File: src/rtl/mri_pkg.sv
package mri_pkg;
  localparam int unsigned WORD_W = 16;
  localparam int unsigned ADDR_W = 12;

  typedef enum logic [1:0] {ST_T0, ST_T4, ST_T5, ST_T6} step_e;

  typedef enum logic [2:0] {
    OP_AND  = 3'd0,
    OP_ADD  = 3'd1,
    OP_LDA  = 3'd2,
    OP_STA  = 3'd3,
    OP_BUN  = 3'd4,
    OP_BSA  = 3'd5,
    OP_ISZ  = 3'd6,
    OP_NONE = 3'd7
  } op_e;

  typedef enum logic [1:0] {AC_HOLD, AC_AND, AC_ADD, AC_LOAD} ac_sel_e;
  typedef enum logic [1:0] {WD_AC, WD_PC, WD_DR} wd_sel_e;

  typedef struct packed {
    logic    mem_rd;
    logic    mem_wr;
    wd_sel_e wd_sel;
    logic    dr_ld;
    logic    dr_inc;
    ac_sel_e ac_sel;
    logic    pc_ld_ar;
    logic    ar_inc;
    logic    pc_skip;
    logic    last;
  } ctrl_t;
endpackage

File: src/rtl/mri_seq.sv
module mri_seq
  import mri_pkg::*;
(
  input  logic  clk_i,
  input  logic  rst_ni,
  input  logic  start_i,
  input  logic  op_ok_i,
  input  logic  last_i,
  output step_e step_o,
  output logic  accept_o
);
  step_e step_q, step_d;

  assign accept_o = (step_q == ST_T0) && start_i && op_ok_i;

  always_comb begin
    step_d = step_q;
    unique case (step_q)
      ST_T0: if (accept_o) step_d = ST_T4;
      ST_T4: step_d = last_i ? ST_T0 : ST_T5;
      ST_T5: step_d = last_i ? ST_T0 : ST_T6;
      ST_T6: step_d = ST_T0;
      default: step_d = ST_T0;
    endcase
  end

  always_ff @(posedge clk_i or negedge rst_ni) begin
    if (!rst_ni) step_q <= ST_T0;
    else         step_q <= step_d;
  end

  assign step_o = step_q;
endmodule

File: src/rtl/mri_ctrl.sv
module mri_ctrl
  import mri_pkg::*;
(
  input  op_e   op_i,
  input  step_e step_i,
  output ctrl_t ctrl_o
);
  always_comb begin
    ctrl_o = '0;
    unique case (op_i)
      OP_AND, OP_ADD, OP_LDA: begin
        if (step_i == ST_T4) begin
          ctrl_o.mem_rd = 1'b1;
          ctrl_o.dr_ld  = 1'b1;
        end else if (step_i == ST_T5) begin
          ctrl_o.ac_sel = (op_i == OP_AND) ? AC_AND :
                          (op_i == OP_ADD) ? AC_ADD : AC_LOAD;
          ctrl_o.last   = 1'b1;
        end
      end
      OP_STA: if (step_i == ST_T4) begin
        ctrl_o.mem_wr = 1'b1;
        ctrl_o.wd_sel = WD_AC;
        ctrl_o.last   = 1'b1;
      end
      OP_BUN: if (step_i == ST_T4) begin
        ctrl_o.pc_ld_ar = 1'b1;
        ctrl_o.last     = 1'b1;
      end
      OP_BSA: begin
        if (step_i == ST_T4) begin
          ctrl_o.mem_wr = 1'b1;
          ctrl_o.wd_sel = WD_PC;
          ctrl_o.ar_inc = 1'b1;
        end else if (step_i == ST_T5) begin
          ctrl_o.pc_ld_ar = 1'b1;
          ctrl_o.last     = 1'b1;
        end
      end
      OP_ISZ: begin
        if (step_i == ST_T4) begin
          ctrl_o.mem_rd = 1'b1;
          ctrl_o.dr_ld  = 1'b1;
        end else if (step_i == ST_T5) begin
          ctrl_o.dr_inc = 1'b1;
        end else if (step_i == ST_T6) begin
          ctrl_o.mem_wr  = 1'b1;
          ctrl_o.wd_sel  = WD_DR;
          ctrl_o.pc_skip = 1'b1;
          ctrl_o.last    = 1'b1;
        end
      end
      default: ctrl_o = '0;
    endcase
  end
endmodule

File: src/rtl/mri_datapath.sv
module mri_datapath
  import mri_pkg::*;
#(
  parameter int unsigned WORD_W = mri_pkg::WORD_W,
  parameter int unsigned ADDR_W = mri_pkg::ADDR_W
) (
  input  logic              clk_i,
  input  logic              rst_ni,
  input  logic              accept_i,
  input  op_e               op_i,
  input  logic [ADDR_W-1:0] ea_i,
  input  ctrl_t             ctrl_i,
  input  logic [WORD_W-1:0] mem_rdata_i,
  output op_e               op_o,
  output logic [ADDR_W-1:0] ar_o,
  output logic [WORD_W-1:0] ac_o,
  output logic [ADDR_W-1:0] pc_o,
  output logic              e_o,
  output logic [WORD_W-1:0] wdata_o
);
  localparam int unsigned PadW = WORD_W - ADDR_W;

  op_e               op_q;
  logic [ADDR_W-1:0] ar_q, pc_q;
  logic [WORD_W-1:0] ac_q, dr_q;
  logic              e_q;
  logic [WORD_W:0]   sum_w;

  assign sum_w = {1'b0, ac_q} + {1'b0, dr_q};

  always_ff @(posedge clk_i or negedge rst_ni) begin
    if (!rst_ni) begin
      op_q <= OP_NONE;
      ar_q <= '0;
      pc_q <= '0;
      ac_q <= '0;
      dr_q <= '0;
      e_q  <= 1'b0;
    end else begin
      if (accept_i) begin
        op_q <= op_i;
        ar_q <= ea_i;
      end else if (ctrl_i.ar_inc) begin
        ar_q <= ar_q + 1'b1;
      end
      if (ctrl_i.dr_ld)       dr_q <= mem_rdata_i;
      else if (ctrl_i.dr_inc) dr_q <= dr_q + 1'b1;
      unique case (ctrl_i.ac_sel)
        AC_AND:  ac_q <= ac_q & dr_q;
        AC_ADD:  begin
          ac_q <= sum_w[WORD_W-1:0];
          e_q  <= sum_w[WORD_W];
        end
        AC_LOAD: ac_q <= dr_q;
        default: ac_q <= ac_q;
      endcase
      if (ctrl_i.pc_ld_ar)                       pc_q <= ar_q;
      else if (ctrl_i.pc_skip && (dr_q == '0))   pc_q <= pc_q + 1'b1;
    end
  end

  always_comb begin
    unique case (ctrl_i.wd_sel)
      WD_PC:   wdata_o = {{PadW{1'b0}}, pc_q};
      WD_DR:   wdata_o = dr_q;
      default: wdata_o = ac_q;
    endcase
  end

  assign op_o = op_q;
  assign ar_o = ar_q;
  assign ac_o = ac_q;
  assign pc_o = pc_q;
  assign e_o  = e_q;
endmodule

File: src/rtl/mri_exec_unit.sv
module mri_exec_unit
  import mri_pkg::*;
#(
  parameter int unsigned WORD_W = mri_pkg::WORD_W,
  parameter int unsigned ADDR_W = mri_pkg::ADDR_W
) (
  input  logic              clk_i,
  input  logic              rst_ni,
  input  logic              start_i,
  input  logic [2:0]        opcode_i,
  input  logic [ADDR_W-1:0] ea_i,
  input  logic [WORD_W-1:0] mem_rdata_i,
  output logic [ADDR_W-1:0] mem_addr_o,
  output logic              mem_rd_o,
  output logic              mem_wr_o,
  output logic [WORD_W-1:0] mem_wdata_o,
  output logic [WORD_W-1:0] ac_o,
  output logic              e_o,
  output logic [ADDR_W-1:0] pc_o,
  output logic              busy_o,
  output logic              done_o
);
  step_e             step_w;
  logic              accept_w;
  ctrl_t             ctrl_w;
  op_e               op_w;
  logic [ADDR_W-1:0] ar_w;

  mri_seq u_seq (
    .clk_i    (clk_i),
    .rst_ni   (rst_ni),
    .start_i  (start_i),
    .op_ok_i  (opcode_i != 3'd7),
    .last_i   (ctrl_w.last),
    .step_o   (step_w),
    .accept_o (accept_w)
  );

  mri_ctrl u_ctrl (
    .op_i   (op_w),
    .step_i (step_w),
    .ctrl_o (ctrl_w)
  );

  mri_datapath #(.WORD_W(WORD_W), .ADDR_W(ADDR_W)) u_dp (
    .clk_i       (clk_i),
    .rst_ni      (rst_ni),
    .accept_i    (accept_w),
    .op_i        (op_e'(opcode_i)),
    .ea_i        (ea_i),
    .ctrl_i      (ctrl_w),
    .mem_rdata_i (mem_rdata_i),
    .op_o        (op_w),
    .ar_o        (ar_w),
    .ac_o        (ac_o),
    .pc_o        (pc_o),
    .e_o         (e_o),
    .wdata_o     (mem_wdata_o)
  );

  assign mem_addr_o = ar_w;
  assign mem_rd_o   = ctrl_w.mem_rd;
  assign mem_wr_o   = ctrl_w.mem_wr;
  assign busy_o     = (step_w != ST_T0);
  assign done_o     = ctrl_w.last;
endmodule

File: config.mk
export PLATFORM = sky130hd
export DESIGN_NAME = mri_exec_unit
export DESIGN_NICKNAME = d
export VERILOG_FILES = /design/src/rtl/mri_pkg.sv /design/src/rtl/mri_seq.sv /design/src/rtl/mri_ctrl.sv /design/src/rtl/mri_datapath.sv /design/src/rtl/mri_exec_unit.sv
export SDC_FILE = /design/constraint.sdc
export NUM_CORES = 1
export LEC_CHECK = 0
export BUFFER_PORTS_ARGS = -buffer_cell sky130_fd_sc_hd__buf_2
export CAP_MARGIN = 15
export CORE_MARGIN = 2
export CORE_UTILIZATION = 56
export DETAILED_ROUTE_END_ITERATION = 6
export PLACE_DENSITY = 0.86
export SYNTH_ARGS = -nofsm -noshare
export SYNTH_HDL_FRONTEND = slang
export SYNTH_SLANG_ARGS = --single-unit
File: constraint.sdc
create_clock -name clk_i -period 3.3 [get_ports clk_i]
set_input_delay 0.66 -clock clk_i [delete_from_list [all_inputs] [get_ports clk_i]]
set_output_delay 0.66 -clock clk_i [all_outputs]
set_load 0.01 [all_outputs]
**Word-level counts from Yosys, hierarchy flattened**

Index checks and enable logic that the tools add are counted.
W data, S select, Z words.

- Add/subtract/negate cells: 4
- Equal/unequal tests: 16
- Muxes and demuxes: 35
- Bitwise gates (word level): 1
- Reductions and logical operators: 15

Operators with widths:

| operator | count |
|---|---|
| $mux W12 | 4 |
| $pmux W16 S3 | 1 |
| $mux W16 | 2 |
| $pmux W16 S2 | 1 |
| $add A12 B1 Y12 const B | 2 |
| $mux W2 | 10 |
| $add A16 B16 Y17 | 1 |
| $add A16 B1 Y16 const B | 1 |
| $and A16 B16 Y16 | 1 |
| $logic_not A16 Y1 | 1 |
| $mux W3 | 5 |
| $eq A2 B2 Y1 const B | 5 |
| $eq A3 B3 Y1 const B | 3 |
| $pmux W3 S3 | 1 |
| $mux W1 | 8 |
| $pmux W2 S4 | 1 |
| $reduce_bool A2 Y1 | 4 |
| $reduce_or A4 Y1 | 2 |
| $eq A2 B1 Y1 const B | 3 |
| $eq A3 B2 Y1 const B | 2 |
| $eq A3 B1 Y1 const B | 1 |
| $logic_and A1 B1 Y1 | 3 |
| $logic_not A3 Y1 | 1 |
| $ne A3 B3 Y1 const B | 1 |
| 7 further kinds | 7 |

- Flip-flop bits (word level): 62
- Input port bits: 34
- Output and inout bits: 61
- Logic and storage cells: 78

**Longest topological paths before layout**

- Word-level depth: 8
- Mapped depth: 9
- Depth with buffers taken out: 9

**Hierarchy**

Synthesis repeated with hierarchy kept, for this count alone.

- Cell total of the unflattened synthesis: 493
- Area, all modules: 4530.6 sq um

Modules (own cells, without submodules):

| module | times used | cells an instance | area an instance (sq um) | seq. area each (sq um) |
|---|---|---|---|---|
| mri_datapath | 1 | 454 | 4211.5 | 1505.2 |
| mri_ctrl | 1 | 29 | 220.2 | 0.0 |
| mri_seq | 1 | 8 | 87.6 | 50.0 |
| mri_exec_unit | 1 | 2 | 11.3 | 0.0 |

**Worst setup path before layout**

No wires, ideal clock.

- Kind: register to output
- From: register u_dp.op_q[1], in the netlist u_dp.op_o[1]
- To: output mem_wdata_o[4]
- Arrival time: 2041 ps
- Required time: 2640 ps
- Path slack: 599 ps
- Stages on the path, launching flop included: 9
- Path buffers: 2
- Cell sequence: dfstp_2 > clkbuf_1 > nor2b_1 > nand4_1 > inv_1 > ha_1 > clkbuf_1 > a22oi_1 > o21ai_0

- Cells in the longest elaborated chain, start to end: 4
- Elaborated cells between the ends (all ways): 7
- Classes of those cells: eq/ne: 5; mux: 2

Ends and longest elaborated chain:

| what | line | text |
|---|---|---|
| from (decl) | mri_datapath.sv:23 | `op_e op_q;` |
| from (signal assigned) | mri_datapath.sv:41 | `op_q <= op_i;` |
| $eq A3 B3 Y1 / $eq A3 B2 Y1 (equally long branches) | mri_ctrl.sv:10 | `unique case (op_i)` |
| $pmux W3 S3 * | mri_ctrl.sv:10 |  |
| $eq A2 B2 Y1 / $eq A2 B1 Y1 (equally long branches) | mri_datapath.sv:63 | `unique case (ctrl_i.wd_sel)` |
| $pmux W16 S2 * | mri_datapath.sv:63 |  |
| to (decl) | mri_exec_unit.sv:16 | `output logic [WORD_W-1:0] mem_wdata_o,` |

Every way passes the cells marked *; elsewhere a longest branch is shown, timed or not.

**Final worst setup path**

- From: register u_dp.op_q[2], in the netlist u_dp.op_o[2]
- To: output mem_wdata_o[15]

The elaborated chain is that of the path after synthesis.

==> parameters.txt <==
Parameter                              Value

Power and ir drop
  Peak supply drop    0.616 mV
  Clock Power Share    13.4%
  Power, Total    5.89 mW
  Part of the total power dissipated in combinational logic    56.5%
  NetSw    2.91 mW
  Power density cells    1070 nW/µm²
  Switch share    49.4%
  Internal power summed over all cells    2.98 mW
  Pleak    2.37 nW
  Sequential cell fraction of total power    30.2%

Route
  Remaining antenna violation count    0
  Routed len/inst    17.7 µm
  DRC violations left    0
  Number of vias after detailed routing    4819
  Initial DRC Count    482
  Via/cell ratio    6.27
  Total Wirelength    13600 µm
  Router iterations before antenna repair    6

Die
  Starting density of the core    57.4%
  Num rows    33
  Number of top-level pins    95
  Area of the placeable core    8180 µm²
  Die Area    9130 µm²
  Die Height    95.6 µm
  Die Width    95.6 µm

Final layout
  Post-layout utilization of the core    67.1%
  Top library cells by usage in the layout, fill and taps aside    94 x sky130_fd_sc_hd__buf_2, 85 x sky130_fd_sc_hd__nand2_1, 67 x sky130_fd_sc_hd__o21ai_0
  # nets final    716
  Count of filler cells inserted in the layout    650
  N_diodes    0
  Fraction of final layout cells with drive strength greater than 1    21.5%
  Most frequent standard cell in the layout excluding fill and tap cells    sky130_fd_sc_hd__buf_2
  Layout area overhead    16.9%

CTS
  Clock latency on the worst-skew pair    350 ps
  Post-CTS Hold Fix Bufs    0
  Root buffer cell    sky130_fd_sc_hd__clkbuf_8
  Reg clk slew, reported paths    80 ps
  Sinks on the clock net    62
  Clock tree from TritonCTS    done
  Longest Clk Path Bufs    2
  Total clock buffers created by CTS    9
  Max H-tree Level    3

Global route
  Vias in the first global route    4316
  Total congestion overflow    0
  Maximum number of pins on one net before global-route repair    46
  Global Route Usage Sum    31.0%
  Global-route wire length before repair    21700 µm
  Number of antenna violations at the first check in global routing    0

Yosys
  Synth Flop Type    sky130_fd_sc_hd__dfrtp_1
  Count of cell types in the netlist    66
  Share of synthesized area occupied by flip-flops and latches    33.1%
  Synthesized net count    632
  Synthesis Warnings    0
  Post-synthesis instance area    4690 µm²
  Number of enable-type register cells in the synthesized netlist    0
  Async S/R FF share, synth    100%
  Flop and latch count out of synthesis    62
  Count of mapped cells out of synthesis    575
  Post-synthesis area per instance    8.16 µm²

Worst setup path
  Type of element launching the critical path    flop
  Highest net fanout along the worst path    31
  Number of cell instances on the worst register-to-register path    9
  Worst setup path class    reg2out
  CP required    2640 ps
  CP Capture Type    output pin
  Data arrival at the endpoint of the critical path    2450 ps

Timing
  Setup repair after global routing missed its margin    false
  Clock period minus worst slack    3110 ps
  Final worst path period share    94.2%
  Worst-Margin Slew    1040 ps
  Final TNS setup    0 ps
  Headroom to the max-slew limit    30.3%
  Clock tree skew after final layout    15.2 ps
  Hold Vio Cnt, Final    0
  Achievable clock frequency    322 MHz
  Final number of setup-violating endpoints    0
  Final-report max-slew violation count    0
  Fin Hold WS    231 ps

Min path
  Min-delay worst type    in2async

Placed design
  Final GP Congestion    0.922
  Number of buffers inserted by port buffering    94
  Hpwl dp    10100 µm

Run
  Max-capacitance violation count    0

Outcome
  Result of the run    complete, no violations
[cells by family (layout without fill, tap and decap cells)]
group           count (synthesis)  count (layout)  share of synthesized area (%)
xor+xnor                       36              36                           6.72
simple gates                  207             207                           21.9
fa+ha+maj                      23              23                           6.29
mux                             9               9                           2.03
flops                          62              62                           33.1
compound gates                184             184                           25.4
buf+inv                        54             143                           4.58
[power by group through the flow]
stage	Clock [mW]	Sequential, mW	Combinational (mW)
after floorplan	0	1.63	2.31
after global placement	0	1.74	3.13
after detailed placement	0	1.77	3.24
after CTS	0.792	1.76	3.26
after global routing	0.824	1.82	3.69
final	0.787	1.78	3.33
[worst max-delay path: stages, from the launching register on]
cell and delay (ps):
sky130_fd_sc_hd__dfstp_2 570, sky130_fd_sc_hd__nor2b_1 170, sky130_fd_sc_hd__and3_2 280, sky130_fd_sc_hd__inv_1 70
sky130_fd_sc_hd__ha_2 300, sky130_fd_sc_hd__buf_4 280, sky130_fd_sc_hd__nor2b_1 100, sky130_fd_sc_hd__a22o_1 180
sky130_fd_sc_hd__buf_2 130
[final cells by class]
| type | count | area, µm² | area share [%] |
|---|---|---|---|
| clock buffer | 10 | 138 | 2.51 |
| clock inverter | 6 | 92.6 | 1.69 |
| inverter | 22 | 82.6 | 1.50 |
| multi-input combinational | 459 | 2940 | 53.5 |
| sequential | 62 | 1560 | 28.3 |
| tap | 105 | 131 | 2.39 |
| timing repair buffer | 105 | 553 | 10.1 |
[flip-flops by register name, summed over array words and instances, names as in the netlist]
signal        flops
u_dp.dr_q        16
u_dp.ac_o        16
u_dp.op_o         3
u_seq.step_o      2
u_dp.ar_o        12
u_dp.pc_o        12
u_dp.e_o          1
[worst paths after layout]
kind | from | end | slack [ps]
max reg2reg | u_dp.dr_q[0] | u_dp.ac_o[14] | 780
max | u_dp.op_o[2] | mem_wdata_o[15] | 190
min in group clk_i | mem_rdata_i[14] | u_dp.dr_q[14] | 500
min reg2reg | u_dp.op_o[0] | u_dp.op_o[0] | 550
min | rst_ni | u_dp.ac_o[11] | 230
max in group asynchronous | rst_ni | u_seq.step_o[1] | 2130
[metal layers]
metal | vias up | global-route usage (%) | part of all wire [%]
met2 | 264 | 46.9 | 46
met3 | 28 | 4.43 | 9.1
li1 | 2271 | - | -
met5 | - | 0 | 0
met1 | 2256 | 44.9 | 43
met4 | 0 | 11.8 | 2.0
[cell usage after synthesis, types with 3 or more instances]
master	number	area share, %
sky130_fd_sc_hd__nand2_1	85	6.8
sky130_fd_sc_hd__o21ai_0	67	7.1
sky130_fd_sc_hd__dfrtp_1	59	31
sky130_fd_sc_hd__a21oi_1	33	3.5
sky130_fd_sc_hd__nor2_1	33	2.6
sky130_fd_sc_hd__clkbuf_1	25	2.0
sky130_fd_sc_hd__ha_1	22	5.9
sky130_fd_sc_hd__inv_1	21	1.7
sky130_fd_sc_hd__xnor2_1	18	3.4
sky130_fd_sc_hd__xor2_1	18	3.4
sky130_fd_sc_hd__nand3_1	17	1.8
sky130_fd_sc_hd__nor2b_1	14	1.9
sky130_fd_sc_hd__a22oi_1	12	1.9
sky130_fd_sc_hd__and3_1	12	1.6
sky130_fd_sc_hd__nand4_1	10	1.3
sky130_fd_sc_hd__nor3_1	9	0.96
sky130_fd_sc_hd__o22ai_1	9	1.2
sky130_fd_sc_hd__nand2b_1	7	0.93
sky130_fd_sc_hd__or3_1	7	0.93
sky130_fd_sc_hd__o221ai_1	6	1.1
sky130_fd_sc_hd__a211oi_1	5	0.80
sky130_fd_sc_hd__a31oi_1	5	0.67
sky130_fd_sc_hd__mux2i_1	5	1.1
sky130_fd_sc_hd__buf_2	4	0.43
sky130_fd_sc_hd__mux2_2	4	0.96
sky130_fd_sc_hd__o311a_1	4	0.85
sky130_fd_sc_hd__a21o_1	3	0.48
sky130_fd_sc_hd__a221o_1	3	0.64
sky130_fd_sc_hd__a222oi_1	3	0.64
sky130_fd_sc_hd__a22o_1	3	0.56
sky130_fd_sc_hd__dfstp_2	3	1.7
sky130_fd_sc_hd__o211ai_1	3	0.48
sky130_fd_sc_hd__o22a_1	3	0.56
sky130_fd_sc_hd__o32ai_1	3	0.56
[stage by stage]
stage	area [µm²]	setup slack [ps]	instances
2_1_floorplan	4690	599	575
3_3_place_gp	5250	502	752
6_report	5490	192	769
4_1_cts	5480	53.7	768
3_5_place_dp	5250	366	752
5_1_grt	5490	38.5	769
[repair_timing]
item                                   CTS  global route
setup buffers                            0             1
resized for setup                        1             2
setup endpoints to repair                1            14
endpoints found under the hold margin    0             0
(Power assumes the default switching activity.)
